## src/rtl/pgwalk_pkg.sv

```systemverilog
package pgwalk_pkg;

  localparam int unsigned FLAG_PRES  = 0;
  localparam int unsigned FLAG_WRITE = 1;
  localparam int unsigned FLAG_USER  = 2;
  localparam int unsigned FLAG_ACC   = 5;
  localparam int unsigned FLAG_DIRTY = 6;
  localparam int unsigned FLAG_BIG   = 7;

  localparam int unsigned FC_PROT = 0;
  localparam int unsigned FC_WR   = 1;
  localparam int unsigned FC_USR  = 2;
  localparam int unsigned FC_W    = 3;

  typedef enum logic [2:0] {
    ST_IDLE   = 3'd0,
    ST_RD_DIR = 3'd1,
    ST_RD_TBL = 3'd2,
    ST_WB_DIR = 3'd3,
    ST_WB_TBL = 3'd4,
    ST_RESP   = 3'd5
  } walk_state_e;

endpackage

```

## src/rtl/pgwalk_addr.sv

```systemverilog
module pgwalk_addr #(
  parameter int unsigned VA_W  = 32,
  parameter int unsigned IDX_W = 10,
  parameter int unsigned OFF_W = 12
) (
  input  logic                    sel_tbl,
  input  logic [VA_W-1:0]         root_base,
  input  logic [IDX_W-1:0]        dir_idx,
  input  logic [IDX_W-1:0]        tbl_idx,
  input  logic [VA_W-OFF_W-1:0]   tbl_frame,
  output logic [VA_W-1:0]         ent_addr
);
  localparam int unsigned SLOT_LG = OFF_W - IDX_W;
  localparam int unsigned PAD_W   = VA_W - OFF_W;

  logic [VA_W-1:0] dir_off;
  logic [VA_W-1:0] dir_addr;
  logic [VA_W-1:0] tbl_addr;

  // Directory slot: base plus index scaled by the entry size.
  assign dir_off  = {{PAD_W{1'b0}}, dir_idx, {SLOT_LG{1'b0}}};
  assign dir_addr = root_base + dir_off;
  // Table slot: frame of the table page joined with the scaled index.
  assign tbl_addr = {tbl_frame, tbl_idx, {SLOT_LG{1'b0}}};
  assign ent_addr = sel_tbl ? tbl_addr : dir_addr;

endmodule

```

## src/rtl/pgwalk_perm.sv

```systemverilog
module pgwalk_perm
  import pgwalk_pkg::*;
#(
  parameter int unsigned CODE_W = FC_W
) (
  input  logic              present,
  input  logic              is_user,
  input  logic              is_write,
  input  logic              user_ok,
  input  logic              write_ok,
  output logic              fault,
  output logic [CODE_W-1:0] code
);
  logic prot;

  // Supervisor accesses are never refused on rights.
  always_comb begin
    prot            = is_user && (!user_ok || (is_write && !write_ok));
    fault           = !present || prot;
    code            = '0;
    code[FC_PROT]   = present && prot;
    code[FC_WR]     = is_write;
    code[FC_USR]    = is_user;
  end

endmodule

```

## src/rtl/pgwalk_wb.sv

```systemverilog
module pgwalk_wb
  import pgwalk_pkg::*;
#(
  parameter int unsigned ENT_W = 32
) (
  input  logic [ENT_W-1:0] cur,
  input  logic             set_dirty,
  output logic [ENT_W-1:0] upd,
  output logic             need
);
  always_comb begin
    upd            = cur;
    upd[FLAG_ACC]  = 1'b1;
    if (set_dirty) upd[FLAG_DIRTY] = 1'b1;
  end

  assign need = (upd != cur);

endmodule

```

## src/rtl/pgwalk.sv

```systemverilog
module pgwalk
  import pgwalk_pkg::*;
#(
  parameter int unsigned VA_W  = 32,
  parameter int unsigned IDX_W = 10,
  parameter int unsigned OFF_W = 12
) (
  input  logic              clk,
  input  logic              rst,
  input  logic              req_valid,
  output logic              req_ready,
  input  logic [VA_W-1:0]   req_vaddr,
  input  logic              req_write,
  input  logic              req_user,
  input  logic [VA_W-1:0]   root_base,
  output logic              mem_req,
  output logic              mem_we,
  output logic [VA_W-1:0]   mem_addr,
  output logic [VA_W-1:0]   mem_wdata,
  input  logic              mem_ack,
  input  logic [VA_W-1:0]   mem_rdata,
  output logic              rsp_valid,
  output logic              rsp_fault,
  output logic [FC_W-1:0]   rsp_fault_code,
  output logic [VA_W-1:0]   rsp_paddr,
  output logic [OFF_W-1:0]  rsp_flags
);
  localparam int unsigned ENT_W       = VA_W;
  localparam int unsigned FRAME_W     = VA_W - OFF_W;
  localparam int unsigned BIG_OFF_W   = OFF_W + IDX_W;
  localparam int unsigned BIG_FRAME_W = VA_W - BIG_OFF_W;
  localparam int unsigned N_LVL       = 2;

  walk_state_e st_q, st_d;

  logic [VA_W-1:0]  va_q, base_q;
  logic [ENT_W-1:0] pde_q, pte_q;
  logic             wr_q, usr_q;

  logic             rsp_valid_q, rsp_fault_q;
  logic [FC_W-1:0]  rsp_code_q;
  logic [VA_W-1:0]  rsp_pa_q;
  logic [OFF_W-1:0] rsp_flags_q;

  logic in_rd_dir, in_rd_tbl, in_wb_dir, in_wb_tbl;
  assign in_rd_dir = (st_q == ST_RD_DIR);
  assign in_rd_tbl = (st_q == ST_RD_TBL);
  assign in_wb_dir = (st_q == ST_WB_DIR);
  assign in_wb_tbl = (st_q == ST_WB_TBL);

  // Entry sources: live read data in the read cycle, held copy afterwards.
  logic [ENT_W-1:0] dir_src, tbl_src;
  logic             dir_big;
  assign dir_src = in_rd_dir ? mem_rdata : pde_q;
  assign tbl_src = in_rd_tbl ? mem_rdata : pte_q;
  assign dir_big = dir_src[FLAG_BIG];

  // Write-back value per level.
  logic [ENT_W-1:0] wb_src   [N_LVL];
  logic [ENT_W-1:0] wb_upd   [N_LVL];
  logic             wb_dirty [N_LVL];
  logic             wb_need  [N_LVL];

  assign wb_src[0]   = dir_src;
  assign wb_dirty[0] = wr_q & dir_big;
  assign wb_src[1]   = tbl_src;
  assign wb_dirty[1] = wr_q;

  generate
    for (genvar g = 0; g < N_LVL; g++) begin : g_lvl_wb
      pgwalk_wb #(.ENT_W(ENT_W)) u_wb (
        .cur       (wb_src[g]),
        .set_dirty (wb_dirty[g]),
        .upd       (wb_upd[g]),
        .need      (wb_need[g])
      );
    end
  endgenerate

  // Rights check on the entry arriving now.
  logic            pr_uok, pr_wok, pr_fault;
  logic [FC_W-1:0] pr_code;
  assign pr_uok = in_rd_dir ? mem_rdata[FLAG_USER]
                            : (pde_q[FLAG_USER] & mem_rdata[FLAG_USER]);
  assign pr_wok = in_rd_dir ? mem_rdata[FLAG_WRITE]
                            : (pde_q[FLAG_WRITE] & mem_rdata[FLAG_WRITE]);

  pgwalk_perm #(.CODE_W(FC_W)) u_perm (
    .present  (mem_rdata[FLAG_PRES]),
    .is_user  (usr_q),
    .is_write (wr_q),
    .user_ok  (pr_uok),
    .write_ok (pr_wok),
    .fault    (pr_fault),
    .code     (pr_code)
  );

  // Entry address.
  logic [VA_W-1:0] ent_addr;
  pgwalk_addr #(.VA_W(VA_W), .IDX_W(IDX_W), .OFF_W(OFF_W)) u_addr (
    .sel_tbl   (in_rd_tbl | in_wb_tbl),
    .root_base (base_q),
    .dir_idx   (va_q[VA_W-1 -: IDX_W]),
    .tbl_idx   (va_q[VA_W-IDX_W-1 -: IDX_W]),
    .tbl_frame (pde_q[VA_W-1 -: FRAME_W]),
    .ent_addr  (ent_addr)
  );

  assign mem_req   = in_rd_dir | in_rd_tbl | in_wb_dir | in_wb_tbl;
  assign mem_we    = in_wb_dir | in_wb_tbl;
  assign mem_addr  = ent_addr;
  assign mem_wdata = in_wb_tbl ? wb_upd[1] : (in_wb_dir ? wb_upd[0] : '0);

  // Successful result, valid whenever the leaf source is settled.
  logic [VA_W-1:0]  ok_pa;
  logic [OFF_W-1:0] ok_flags;
  assign ok_pa    = dir_big ? {dir_src[VA_W-1 -: BIG_FRAME_W], va_q[BIG_OFF_W-1:0]}
                            : {tbl_src[VA_W-1 -: FRAME_W], va_q[OFF_W-1:0]};
  assign ok_flags = dir_big ? wb_upd[0][OFF_W-1:0] : wb_upd[1][OFF_W-1:0];

  logic go_resp, go_fault, dir_stop;
  assign dir_stop = !mem_rdata[FLAG_PRES] || mem_rdata[FLAG_BIG];

  always_comb begin
    st_d     = st_q;
    go_resp  = 1'b0;
    go_fault = 1'b0;
    unique case (st_q)
      ST_IDLE: if (req_valid) st_d = ST_RD_DIR;
      ST_RD_DIR: if (mem_ack) begin
        if (dir_stop) begin
          if (pr_fault)        begin go_resp = 1'b1; go_fault = 1'b1; end
          else if (wb_need[0]) st_d = ST_WB_DIR;
          else                 go_resp = 1'b1;
        end else begin
          st_d = ST_RD_TBL;
        end
      end
      ST_RD_TBL: if (mem_ack) begin
        if (pr_fault)          begin go_resp = 1'b1; go_fault = 1'b1; end
        else if (wb_need[0])   st_d = ST_WB_DIR;
        else if (wb_need[1])   st_d = ST_WB_TBL;
        else                   go_resp = 1'b1;
      end
      ST_WB_DIR: if (mem_ack) begin
        if (!dir_big && wb_need[1]) st_d = ST_WB_TBL;
        else                        go_resp = 1'b1;
      end
      ST_WB_TBL: if (mem_ack) go_resp = 1'b1;
      ST_RESP:   st_d = ST_IDLE;
      default:   st_d = ST_IDLE;
    endcase
    if (go_resp) st_d = ST_RESP;
  end

  always_ff @(posedge clk) begin
    if (rst) begin
      st_q        <= ST_IDLE;
      va_q        <= '0;
      base_q      <= '0;
      wr_q        <= 1'b0;
      usr_q       <= 1'b0;
      pde_q       <= '0;
      pte_q       <= '0;
      rsp_valid_q <= 1'b0;
      rsp_fault_q <= 1'b0;
      rsp_code_q  <= '0;
      rsp_pa_q    <= '0;
      rsp_flags_q <= '0;
    end else begin
      st_q        <= st_d;
      rsp_valid_q <= go_resp;
      if (st_q == ST_IDLE && req_valid) begin
        va_q   <= req_vaddr;
        base_q <= root_base;
        wr_q   <= req_write;
        usr_q  <= req_user;
      end
      if (in_rd_dir && mem_ack) pde_q <= mem_rdata;
      if (in_rd_tbl && mem_ack) pte_q <= mem_rdata;
      if (go_resp) begin
        rsp_fault_q <= go_fault;
        rsp_code_q  <= go_fault ? pr_code : '0;
        rsp_pa_q    <= go_fault ? '0 : ok_pa;
        rsp_flags_q <= go_fault ? '0 : ok_flags;
      end
    end
  end

  assign req_ready      = (st_q == ST_IDLE);
  assign rsp_valid      = rsp_valid_q;
  assign rsp_fault      = rsp_fault_q;
  assign rsp_fault_code = rsp_code_q;
  assign rsp_paddr      = rsp_pa_q;
  assign rsp_flags      = rsp_flags_q;

  // once a request is taken the walker stops accepting.
  p_busy_after_take_r1: assert property (@(posedge clk) disable iff (rst)
    (req_valid && req_ready) |=> !req_ready);

  // the response strobe lasts a single cycle.
  p_rsp_pulse_r11: assert property (@(posedge clk) disable iff (rst)
    rsp_valid |=> !rsp_valid);

  // a pending memory access keeps its command stable.
  p_mem_hold_r12: assert property (@(posedge clk) disable iff (rst)
    (mem_req && !mem_ack) |=>
      (mem_req && $stable(mem_addr) && $stable(mem_we) && $stable(mem_wdata)));

  // a protection cause is only ever reported for user accesses.
  p_prot_user_only_r8: assert property (@(posedge clk) disable iff (rst)
    (rsp_valid && rsp_fault_code[FC_PROT]) |-> rsp_fault_code[FC_USR]);

  // a faulting response carries no address or flags.
  p_fault_clean_r6: assert property (@(posedge clk) disable iff (rst)
    (rsp_valid && rsp_fault) |-> (rsp_paddr == '0 && rsp_flags == '0));

  // a successful leaf always reports the referenced bit set.
  p_leaf_ref_r10: assert property (@(posedge clk) disable iff (rst)
    (rsp_valid && !rsp_fault) |-> rsp_flags[FLAG_ACC]);

  // writes never happen while the response for a fault is forming.
  p_no_write_in_resp_r10: assert property (@(posedge clk) disable iff (rst)
    rsp_valid |-> !mem_req);

endmodule

```

## config.mk

```make
export PLATFORM = sky130hd
export DESIGN_NAME = pgwalk
export DESIGN_NICKNAME = d
export VERILOG_FILES = /design/src/rtl/pgwalk_pkg.sv /design/src/rtl/pgwalk_addr.sv /design/src/rtl/pgwalk_perm.sv /design/src/rtl/pgwalk_wb.sv /design/src/rtl/pgwalk.sv
export SDC_FILE = /design/constraint.sdc
export NUM_CORES = 1
export LEC_CHECK = 0
export CAP_MARGIN = 20
export CORE_ASPECT_RATIO = 0.8
export CORE_MARGIN = 2
export CORE_UTILIZATION = 45
export CTS_BUF_LIST = sky130_fd_sc_hd__clkbuf_16
export DETAILED_ROUTE_END_ITERATION = 10
export PLACE_DENSITY = 0.78
export SLEW_MARGIN = 20
export SYNTH_ARGS = -nofsm -noshare
export SYNTH_HDL_FRONTEND = slang
export SYNTH_HIERARCHICAL = 1
export SYNTH_SLANG_ARGS = --single-unit
```

## constraint.sdc

```tcl
create_clock -name clk -period 8.6 [get_ports clk]
set_clock_uncertainty 0.15 [all_clocks]
set_input_delay 0.86 -clock clk [delete_from_list [all_inputs] [get_ports clk]]
set_output_delay 0.86 -clock clk [all_outputs]
set_load 0.01 [all_outputs]
```

; Word-level counts from Yosys, hierarchy flattened
; Cells that the tools add are included.
[totals]
word_cells = 110
regBits = 182
[classes]
addsub = 1
n_mux = 44
bitwise = 9
eq_ne = 25
reduce_logical = 18
[op_table]
columns = op, count
row1 = two-way mux 32 bit, 7
row2 = two-way mux 3 bit, 13
row3 = adder 32 x 12 -> 32 bit, 1
row4 = two-way mux 12 bit, 2
row5 = AND reduction 10 bit, 2
row6 = two-way mux 1 bit, 19
row7 = "!= test 3 x 2 -> 1 bit, second input constant", 6
row8 = one-hot mux 3 bit (5 select lines), 1
row9 = "!= test 2 bit, second input constant", 5
row10 = logical AND 1 bit, 7
row11 = "== test 3 x 2 -> 1 bit, second input constant", 2
row12 = "!= test 3 x 1 -> 1 bit, second input constant", 2
row13 = OR 1 bit, 5
row14 = zero test 1 bit, 4
row15 = "!= test 2 x 1 -> 1 bit, second input constant", 2
row16 = != test 2 bit, 2
row17 = "!= test 4 x 1 -> 1 bit, second input constant", 1
row18 = "!= test 4 x 3 -> 1 bit, second input constant", 1
row19 = "!= test 4 bit, second input constant", 1
row20 = one-hot mux 1 bit (4 select lines), 1
row21 = bitwise AND 1 bit, 3
row22 = "== test 3 x 1 -> 1 bit, second input constant", 1
row23 = "== test 3 bit, second input constant", 1
row24 = zero test 3 bit, 1
row25 = 5 further kinds, 7

; Logic depth before layout (Yosys ltp)
; Gate-level depths: netlist of run 1.
[logic_depth]
depth_word = 13
ltp_mapped = 16
mapped_depth_nobuf = 10

; Modules after synthesis
; The synthesis of run 1 kept the hierarchy.
[modules_own_cells]
columns = mod, instances, cells_per_inst, area_per_inst_um2
row1 = pgwalk, 1, 1067, 8336.7
row2 = pgwalk_addr, 1, 178, 1238.7
row3 = pgwalk_wb, 2, 35, 251.5
row4 = pgwalk_perm, 1, 8, 47.5

; Worst setup path after synthesis of run 1
; OpenSTA, ideal clock, no wires.
[synth_path]
kind = reg-to-output
from = register base_q[2]
to = output mem_addr[18]
path_stages_with_launch = 9
t_required_ns = 7.590
path_slack_ns = 5.410
arrival_time_ns = 2.180
cell_sequence = dfxtp_1 ha_1 fa_1 a211oi_1 o21ai_1 a21oi_4 nor2b_1 xnor2_1 o21ai_0
[synth_between]
elab_chain_cells = 2
[synth_rtl]
columns = item, line_no
row1 = from (decl), pgwalk.sv:36  ; logic [VA_W-1:0] va_q, base_q;
row2 = from (signal assigned), pgwalk.sv:175  ; base_q <= root_base;
row3 = adder 32 x 12 -> 32 bit, pgwalk_addr.sv:22  ; assign dir_addr = root_base + dir_off;
row4 = two-way mux 32 bit, pgwalk_addr.sv:25  ; assign ent_addr = sel_tbl ? tbl_addr : dir_addr;
row5 = to (decl), pgwalk.sv:18  ; output logic [VA_W-1:0] mem_addr,
; Every way passes these cells.

; Final worst setup path of run 1
[layout_path]
from = register st_q[2]
to = register rsp_pa_q[30], in the netlist rsp_paddr[30]
[layout_between]
elab_chain_cells = 12
elab_cells_between_ends = 39
cone_classes = eq/ne (6) / mux (24) / bitwise (1) / reduce/logical (8)
[layout_rtl]
columns = item, line_no
row1 = from (decl), pgwalk.sv:34  ; walk_state_e st_q, st_d;
row2 = from (signal assigned), pgwalk.sv:171  ; st_q <= st_d;
row3 = == test 3 x 1 -> 1 bit (*), pgwalk.sv:46  ; assign in_rd_dir = (st_q == ST_RD_DIR);
row4 = two-way mux 1 bit (*), pgwalk.sv:85  ; assign pr_wok = in_rd_dir ? mem_rdata[FLAG_WRITE]
row5 = net pr_wok, pgwalk.sv:81  ; logic pr_uok, pr_wok, pr_fault;
row6 = zero test 1 bit (*), pgwalk_perm.sv:18  ; prot = is_user && (!user_ok || (is_write && !write_ok));
row7 = logical AND 1 bit (*), pgwalk_perm.sv:18
row8 = logical OR 1 bit (*), pgwalk_perm.sv:18
row9 = logical AND 1 bit (*), pgwalk_perm.sv:18
row10 = logical OR 1 bit (*), pgwalk_perm.sv:19  ; fault = !present || prot;
row11 = net pr_fault, pgwalk.sv:81
row12 = two-way mux 1 bit, "pgwalk.sv:132, pgwalk.sv:140"
row13 = two-way mux 1 bit, pgwalk.sv:131  ; if (dir_stop) begin
row14 = two-way mux 1 bit, pgwalk.sv:130  ; ST_RD_DIR: if (mem_ack) begin
row15 = one-hot mux 1 bit (2 select lines), pgwalk.sv:128  ; unique case (st_q)
row16 = two-way mux 32 bit, pgwalk.sv:184  ; rsp_pa_q <= go_fault ? '0 : ok_pa;
row17 = to (signal assigned), pgwalk.sv:184
row18 = to (decl), pgwalk.sv:42  ; logic [VA_W-1:0] rsp_pa_q;
; Mark *: on every way through the listed nets, which the timed path passes. The rest lies on a longest branch.
; A chain may end at the register's enable or synchronous reset.

==> summary.md, run 1 <==
| Metric | Value |
|---|---|
| Status | completed |
| Initial Utilization | 0.4550 |
| Fillers | 2027 |
| Setup violators final | 0 |
| Async set-or-reset flop fraction in the synthesized netlist | 0 |
| Worst Tran Pin Value | 1072 ps |
| Largest net degree at the start of global routing | 106 |
| Routed vias | 9440 |
| Static Leak | 4.455 nW |
| Synth area leaders | dfxtp_1, nand2_1, a21oi_1, buf_4, mux2_2 |
| IO Count | 218 |
| Most frequent cell after synthesis | nand2_1 |
| Share of the synthesized area in the top cell type | 0.3598 |
| Register area share after synthesis | 0.3598 |
| CTS Buf Count | 17 |
| Fin. Hold Viols | 0 |
| Slew headroom | 0.2838 |
| Hold buffer count at cts | 0 |
| TritonCTS Sinks | 182 |
| Biggest area consumer among synthesized cells | dfxtp_1 |
| Total Wirelength | 30180 um |
| F_max | 0.2199 GHz |
| RSZ-0062 raised after global routing | false |
| ANT nets after route | 0 |
| Rows | 49 |
| Primary FF master, synth | dfxtp_1 |
| Final core area utilization | 0.5617 |
| Critical Path AT | 4750 ps |
| Gate Count Post-Synth | 1323 |
| Routed vias/inst | 5.453 |
| Placer congestion estimate | 0.8966 |
| Die ar. | 23730 sq um |
| CP cell instances | nor3b_4 > buf_4 > o21a_1 > nand2b_1 > o211ai_1 > mux2i_1 > a211oi_2 > o311a_1 > nand2b_1 > o21ai_0 |
| Global-route wire length before repair | 46650 um |
| Setup TNS after final layout | 0 ps |
| Synth Register Bits | 182 |
| Tot GR Track Use | 0.2476 |
| Crit end category | flip-flop |
| Post-Syn Nets | 1436 |
| H-tree levels | 4 |
| Min cycle time layout | 4548 ps |
| Count of pins over their slew limit | 0 |
| Post-CTS Setup Bufs | 0 |
| Peak supply drop | 0.1378 mV |
| Chip height | 138.2 um |
| Placeable Area | 22260 sq um |
| IO Port Bufs | 217 |
| Clk slew on worst S/H paths | 70 ps |
| Seq. cell area | 3643 sq um |
| CTS tree | built |
| CTS resizes | 0 |
| 1st-pass router iterations | 5 |
| Fin nets | 1525 |
| Startpoint Class | flip-flop |
| Worst Path Required | 8800 ps |
| Fin crit share | 0.5289 |
| Root buf cell | clkbuf_16 |
| Area Growth Syn to Fin | 23.45% |
| Slowest stage delay, CP | 940 ps |
| Distinct cells, synth | 70 |
| Global-route congestion overflow total | 0 |
| Wire per inst | 17.44 um |
| Post-synth EDFFs | 0 |
| Most frequent CP cell | nand2b_1 |
| Clock Path Buffers | 2 |
| Max Cap Viol | 0 |
| YS warnings | 6 |
| Post-DP HPWL | 20620 um |
| Multi-input gate area | 5539 sq um |
| DRC | 0 |
| Avg Inst Size Synth | 7.654 sq um |
| Worst skew pair latency | 430 ps |
| Layout cells sized above 1 | 0.08982 |
| Number of global-route vias before repair | 8638 |
| Max FO, Critical Path | 26 |
| Initial antenna violation count | 0 |
| Power Dens Cells | 262.9 nW/um^2 |
| Die X | 171.7 um |
| Hold Crit Class | reg -> reg |
| Setup Crit Path Kind | reg -> reg |
| Antenna diodes | 0 |
| Post-synth top cells | nand2_1, dfxtp_1, a21oi_1 |
| Mapped Area | 10130 sq um |
| DRT iter0 DRCs | 889 |
| Slowest cell on the critical path | o311a_1 |
## registers in the layout, indices dropped and copies added, names as in the netlist
name            cells
pde_q              32
st_q                3
va_q               32
rsp_valid           1
rsp_flags          12
base_q             32
rsp_paddr          32
pte_q              32
wr_q                1
rsp_fault_code      3
usr_q               1
rsp_fault           1
## critical path: cells and delay by family, from the launching register on
family | cells | cell delay (ps)
muxes | 1 | 150
AOI/OAI and AO/OA | 5 | 2190
and+or+nand+nor | 3 | 800
buffers and inverters | 1 | 300
DFF | 1 | 860
## cells by family (layout without fill, tap and decap cells)
family / count (synthesis) / after routing / synth area share
adder cells (fa/ha/maj): 11 / 11 / 0.01433
buffers and inverters: 177 / 279 / 0.09712
other: 2 / 2 / 0.0007417
AND/OR/NAND/NOR: 551 / 551 / 0.2456
multiplexers: 60 / 60 / 0.06944
flip-flops: 182 / 182 / 0.3598
XOR/XNOR: 28 / 28 / 0.02422
AO/OA/AOI/OAI: 312 / 312 / 0.1887
## metal layers
metal / up-vias / track usage / share of wire
met4: 0 / 0.07850 / 0.022
li1: 4590 / - / -
met3: 46 / 0.05983 / 0.086
met2: 388 / 0.3961 / 0.46
met1: 4416 / 0.3287 / 0.43
met5: - / 0 / 0
## report_power, final
part | leakage, nW | internal, mW | switching (mW)
Combinational | 2.70 | 0.587 | 0.847
Sequential | 1.48 | 0.964 | 0.117
Clock | 0.272 | 0.407 | 0.364
## worst paths after layout
| check | start | to | slack (ps) | depth (start not counted) |
|---|---|---|---|---|
| max reg2reg | st_q[2] | rsp_paddr[30] | 4050 | 10 |
| max | st_q[2] | rsp_paddr[30] | 4050 | 10 |
| min reg2reg | rsp_paddr[7] | rsp_paddr[7] | 300 | 2 |
| min | rsp_paddr[7] | rsp_paddr[7] | 300 | 2 |
## cell usage in the layout (no fill, tap or decap), types with 11 or more instances in the layout
cell type	n
o21ai_0	20
buf_4	15
mux2i_1	11
inv_1	13
o21ai_1	31
a21oi_1	171
mux2_2	36
a22o_1	33
nor2_1	14
nand3_1	27
clkbuf_16	17
nand3b_1	30
xnor2_1	23
nand2b_1	15
dfxtp_1	182
clkdlybuf4s50_1	216
o2111ai_1	11
nand2_1	417
## metrics by stage
step	area (sq um)	setup slack, ps	total power, mW	hold slack (ps)	instances
after global routing	12500	3689	3.466	322.5	1731
after detailed placement	11910	4131	2.501	294.1	1698
after floorplan	10130	5410	2.112	281.8	1323
after CTS	12480	3975	3.275	303.1	1730
after global placement	11900	4237	2.483	286.2	1697
final	12500	4052	3.286	302.6	1731
## layout make-up
| cell class | count | share of cell area |
|---|---|---|
| inverters | 13 | 0.003904 |
| multi-input cells | 964 | 0.4431 |
| well taps | 306 | 0.03063 |
| clock buffers | 17 | 0.03403 |
| flip-flops and latches | 182 | 0.2915 |
| clock inverters | 15 | 0.01151 |
| repair buffers | 234 | 0.1854 |
Power figures use the tool's default switching activity.
==> run 2: changes to the inputs <==
==> constraint.sdc (replaced) <==
create_clock -name clk -period 4.3 [get_ports clk]
set_clock_uncertainty 0.15 [all_clocks]
set_input_delay 0.43 -clock clk [delete_from_list [all_inputs] [get_ports clk]]
set_output_delay 0.43 -clock clk [all_outputs]
set_load 0.01 [all_outputs]
==> summary.md, run 2 (same netlist as run 1, synthesis figures left out) <==
| Metric | Value |
|---|---|
| Status | completed |
| Worst Tran Pin Value | 1049 ps (-23.26 ps) |
| Hold buffer count at cts | 0 (unchanged) |
| Final core area utilization | 0.5681 (+0.006353) |
| Layout cells sized above 1 | 0.09868 (+0.008855) |
| Worst skew pair latency | 430 ps (about the same) |
| CTS resizes | 0 (unchanged) |
| DR WL met2 | 13640 um (-1.8%) |
| 1st-pass router iterations | 5 (unchanged) |
| Total Wirelength | 30550 um (+1.2%) |
| TritonCTS Sinks | 182 (unchanged) |
| M1 WL | 13400 um (+2.8%) |
| Placeable Area | 22260 sq um (unchanged) |
| Most frequent cells in the layout | nand2_1, clkdlybuf4s50_1, dfxtp_1 |
| Critical Path AT | 3370 ps (-1380 ps) |
| Placer congestion estimate | 0.9058 (+1.0%) |
| Area Growth Syn to Fin | 24.85% |
| Slew headroom | 0.3010 (+0.01721) |
| ANT nets after route | 0 (unchanged) |
| Most common cell after layout, fill and taps aside | nand2_1 |
| CTS Buf Count | 17 (unchanged) |
| Setup violators final | 0 (unchanged) |
| RSZ-0062 raised after global routing | false |
| Clock Path Buffers | 2 (unchanged) |
| Chip height | 138.2 um (unchanged) |
| Fin nets | 1539 (+0.92%) |
| Crit end category | primary output |
| Setup TNS after final layout | 0 ps (unchanged) |
| CTS tree | built |
| Max Cap Viol | 0 (unchanged) |
| Clk slew on worst S/H paths | 70 ps (about the same) |
| Die X | 171.7 um (unchanged) |
| Initial Utilization | 0.4550 (unchanged) |
| Root buf cell | clkbuf_16 |
| IO Count | 218 (unchanged) |
| Highest Signal Layer | met4 |
| Startpoint Class | flip-flop |
| Post-CTS Setup Bufs | 0 (unchanged) |
| IO Port Bufs | 217 (unchanged) |
| Global-route congestion overflow total | 0 (unchanged) |
| Routed vias | 9627 (+2.0%) |
| F_max | 0.2531 GHz |
| Largest net degree at the start of global routing | 137 (+29%) |
| Wire per inst | 17.49 um (+0.29%) |
| H-tree levels | 4 (unchanged) |
| Post-DP HPWL | 21140 um (+2.5%) |
| Max FO, Critical Path | 10 (-62%) |
| Fin. Hold Viols | 0 (unchanged) |
| Number of global-route vias before repair | 9068 (+5.0%) |
| Rows | 49 (unchanged) |
| Global-route wire length before repair | 47870 um (+2.6%) |
| Initial antenna violation count | 2 (+2) |
| Peak supply drop | 0.3047 mV (+120%) |
| Static Leak | 4.537 nW (+1.8%) |
| DRT iter0 DRCs | 773 (-13%) |
| Die ar. | 23730 sq um (unchanged) |
| Power Dens Cells | 529.4 nW/um^2 (+100%) |
| Hold Crit Class | reg -> reg |
| DRC | 0 (unchanged) |
| Fillers | 2000 (-1.3%) |
| Setup Crit Path Kind | reg -> out |
| Worst Path Required | 3720 ps (-5080 ps) |
| Fin crit share | 0.9189 |
| Min cycle time layout | 3951 ps |
| Count of pins over their slew limit | 0 (unchanged) |
| Routed vias/inst | 5.511 (+1.0%) |
| DR WL met3 | 2761 um (+6.9%) |
| Tot GR Track Use | 0.2533 (+0.005737) |
| Fin Hold WS | 299.3 ps (-3.283 ps) |
-- run 2: path summary, 6_finish.rpt --
kind	endpoint	cells after the start	slack (ps)	start
worst max-delay path	mem_addr[16]	9	350	base_q[2]
worst min-delay path	rsp_paddr[2]	2	300	rsp_paddr[2]
worst max register to register	rsp_paddr[31]	12	860	st_q[1]
worst min register to register	rsp_paddr[2]	2	300	rsp_paddr[2]
-- run 2: per-layer routing --
| layer | track usage | vias up |
|---|---|---|
| met1 | 0.3412 | 4522 |
| met3 | 0.05812 | 56 |
| met2 | 0.3970 | 418 |
| met4 | 0.09054 | 0 |
| li1 | - | 4631 |
| met5 | 0 | - |
-- run 2: layout make-up --
class / count / area (sq um) / area share
repair buffers: 248 / 2435 / 0.1926
diodes: 2 / 5.005 / 0.0003959
flip-flops and latches: 182 / 3643 / 0.2882
clock inverters: 15 / 163.9 / 0.01297
inverters: 13 / 48.80 / 0.003860
well taps: 306 / 382.9 / 0.03029
clock buffers: 17 / 425.4 / 0.03365
multi-input cells: 964 / 5538 / 0.4380
-- run 2: power breakdown --
group | switching [mW] | total (mW) | leakage, nW | internal (mW)
Sequential | 0.179 | 2.11 | 1.48 | 1.93
Clock | 0.750 | 1.58 | 0.278 | 0.826
Combinational | 1.78 | 3.01 | 2.78 | 1.23
-- run 2: worst max-delay path, cell delays in order (launching register included) --
cell             delay (ps)
dfxtp_1                 310
ha_1                    240
fa_1                    430
a211oi_1                330
o21ai_1                 170
a21oi_4                 390
nor2_1                  110
xnor2_1                 160
o21ai_1                 210
clkdlybuf4s50_1         580
-- run 2: metrics by stage --
stage,setup slack (ps),cell area (sq um),cells,total power [mW]
after floorplan,1230,10130,1323,4.224
final,348.5,12640,1747,6.692
after global routing,155.5,12640,1746,7.059
after detailed placement,269.4,12040,1712,5.109
after CTS,324.3,12630,1744,6.686
after global placement,454.9,12040,1712,5.052
==> run 3: changes to the inputs <==
--- a/config.mk
+++ b/config.mk
@@ -8,10 +8,10 @@
 export CAP_MARGIN = 20
 export CORE_ASPECT_RATIO = 0.8
 export CORE_MARGIN = 2
-export CORE_UTILIZATION = 45
+export CORE_UTILIZATION = 35
 export CTS_BUF_LIST = sky130_fd_sc_hd__clkbuf_16
 export DETAILED_ROUTE_END_ITERATION = 10
-export PLACE_DENSITY = 0.78
+export PLACE_DENSITY = 0.65
 export SLEW_MARGIN = 20
 export SYNTH_ARGS = -nofsm -noshare
 export SYNTH_HDL_FRONTEND = slang
==> summary.md, run 3 (same netlist as run 1, synthesis figures left out) <==
| Metric | Value |
|---|---|
| Worst skew pair latency | 450 ps (+20 ps) |
| ANT nets after route | 0 (unchanged) |
| Number of global-route vias before repair | 8838 (-2.5%) |
| Crit path max-delay family | simple AND/OR/NAND/NOR gates |
| TritonCTS Sinks | 182 (unchanged) |
| Area Growth Syn to Fin | 25.40% |
| Count of pins over their slew limit | 0 (unchanged) |
| Worst Tran Pin Value | 987.8 ps (-60.78 ps) |
| Setup Crit Path Kind | reg -> out |
| CTS resizes | 0 (unchanged) |
| Final cell count without fillers | 1807 (+3.4%) |
| DP Cell Count | 1775 (+3.7%) |
| Die ar. | 30320 sq um (+28%) |
| 1st-pass router iterations | 5 (unchanged) |
| Fin Hold WS | 303.0 ps (+3.766 ps) |
| Power Dens Cells | 532.4 nW/um^2 (+0.58%) |
| Slowest stage delay, CP | 790 ps (+210 ps) |
| CP bufs+invs | 3 (+2) |
| Clk slew on worst S/H paths | 70 ps (about the same) |
| Fin. Hold Viols | 0 (unchanged) |
| Peak supply drop | 0.3889 mV (+28%) |
| Post-DP HPWL | 22960 um (+8.6%) |
| Most frequent cells in the layout | nand2_1, clkdlybuf4s50_1, dfxtp_1 |
| Final core area utilization | 0.4479 (-0.1202) |
| Total Wirelength | 33050 um (+8.2%) |
| Wire per inst | 18.29 um (+4.6%) |
| Crit end category | primary output |
| Clock Path Buffers | 2 (unchanged) |
| Rows | 55 (+12%) |
| Status | completed |
| Placeable Area | 28350 sq um (+27%) |
| Global-route wire length before repair | 51170 um (+6.9%) |
| Max FO, Critical Path | 32 (+22) |
| Initial antenna violation count | 0 (-2) |
| Root buf cell | clkbuf_16 |
| Die X | 194.2 um (+13%) |
| CTS Buf Count | 17 (unchanged) |
| Routed vias | 9442 (-1.9%) |
| IO Port Bufs | 217 (unchanged) |
| CTS tree | built |
| Fin nets | 1537 (-0.13%) |
| Layout cells sized above 1 | 0.09743 (-0.001254) |
| Worst Path Required | 3720 ps (about the same) |
| Hold buffer count at cts | 0 (unchanged) |
| Setup TNS after final layout | 0 ps (unchanged) |
| Global-route congestion overflow total | 0 (unchanged) |
| Placer congestion estimate | 0.8665 (-4.3%) |
| Fin crit share | 0.9423 (+0.02339) |
| IO Count | 218 (unchanged) |
| Routed vias/inst | 5.225 (-5.2%) |
| Largest net degree at the start of global routing | 110 (-20%) |
| Hold Crit Class | reg -> reg |
| RSZ-0062 raised after global routing | false |
| Chip height | 156.1 um (+13%) |
| CP cell instances | inv_2 > nor3_4 > or2_2 > buf_12 > nand2_1 > o21ai_1 > clkdlybuf4s50_1 |
| Setup violators final | 0 (unchanged) |
| Tot GR Track Use | 0.2155 (-0.03781) |
| Static Leak | 4.528 nW (-0.20%) |
| Min cycle time layout | 4052 ps (+100.6 ps) |
| H-tree levels | 4 (unchanged) |
| DRT iter0 DRCs | 579 (-25%) |
| Post-CTS Setup Bufs | 0 (unchanged) |
| Fillers | 2851 (+43%) |
| Startpoint Class | flip-flop |
| Max Cap Viol | 0 (unchanged) |
| Most common cell after layout, fill and taps aside | nand2_1 |
| Critical Path AT | 3470 ps (+100 ps) |
| F_max | 0.2468 GHz (-2.5%) |
| Slowest cell on the critical path | dfxtp_1 |
| Slew headroom | 0.3415 (+0.04052) |
| Initial Utilization | 0.3571 (-0.09785) |
| DRC | 0 (unchanged) |
| Antenna diodes | 0 (-2) |
run 3: layer usage:
layer / up-vias / global-route usage / part of all wire
met1: 4431 / 0.2964 / 0.47
met5: - / 0 / 0
li1: 4624 / - / -
met2: 352 / 0.3362 / 0.45
met3: 35 / 0.05015 / 0.071
met4: 0 / 0.06277 / 0.018
run 3: worst paths after layout:
check	from	to	slack (ps)	cells after the start
worst min-delay path	pte_q[18]	pte_q[18]	300	2
worst min register to register	pte_q[18]	pte_q[18]	300	2
worst max-delay path	st_q[1]	mem_addr[31]	250	7
worst max register to register	st_q[1]	rsp_paddr[27]	670	11
run 3: worst min-delay path: cells and delay by family (launching register included):
kind,cells,cell delay [ps]
compound gates,1,50
flops,1,310
simple gates,1,50
run 3: final cells by class:
type | count | area [sq um] | share of cell area
clock inverters | 15 | 171.4 | 0.01350
flip-flops and latches | 182 | 3643 | 0.2869
clock buffers | 17 | 425.4 | 0.03350
repair buffers | 246 | 2404 | 0.1893
inverters | 13 | 48.80 | 0.003843
well taps | 370 | 462.9 | 0.03646
multi-input cells | 964 | 5543 | 0.4365
run 3: metrics by stage:
| step | instance area, sq um | setup slack [ps] | power, mW |
|---|---|---|---|
| 2_1_floorplan | 10130 | 1230 | 4.224 |
| 3_3_place_gp | 12100 | 789.8 | 5.113 |
| 3_5_place_dp | 12100 | 723.2 | 5.146 |
| 4_1_cts | 12700 | 262.6 | 6.787 |
| 5_1_grt | 12700 | 33.43 | 7.143 |
| 6_report | 12700 | 248.0 | 6.761 |
run 3: power by group:
group | switching, mW | internal, mW | leakage (nW)
Clock | 0.758 | 0.873 | 0.285
Sequential | 0.224 | 1.93 | 1.48
Combinational | 1.77 | 1.21 | 2.76
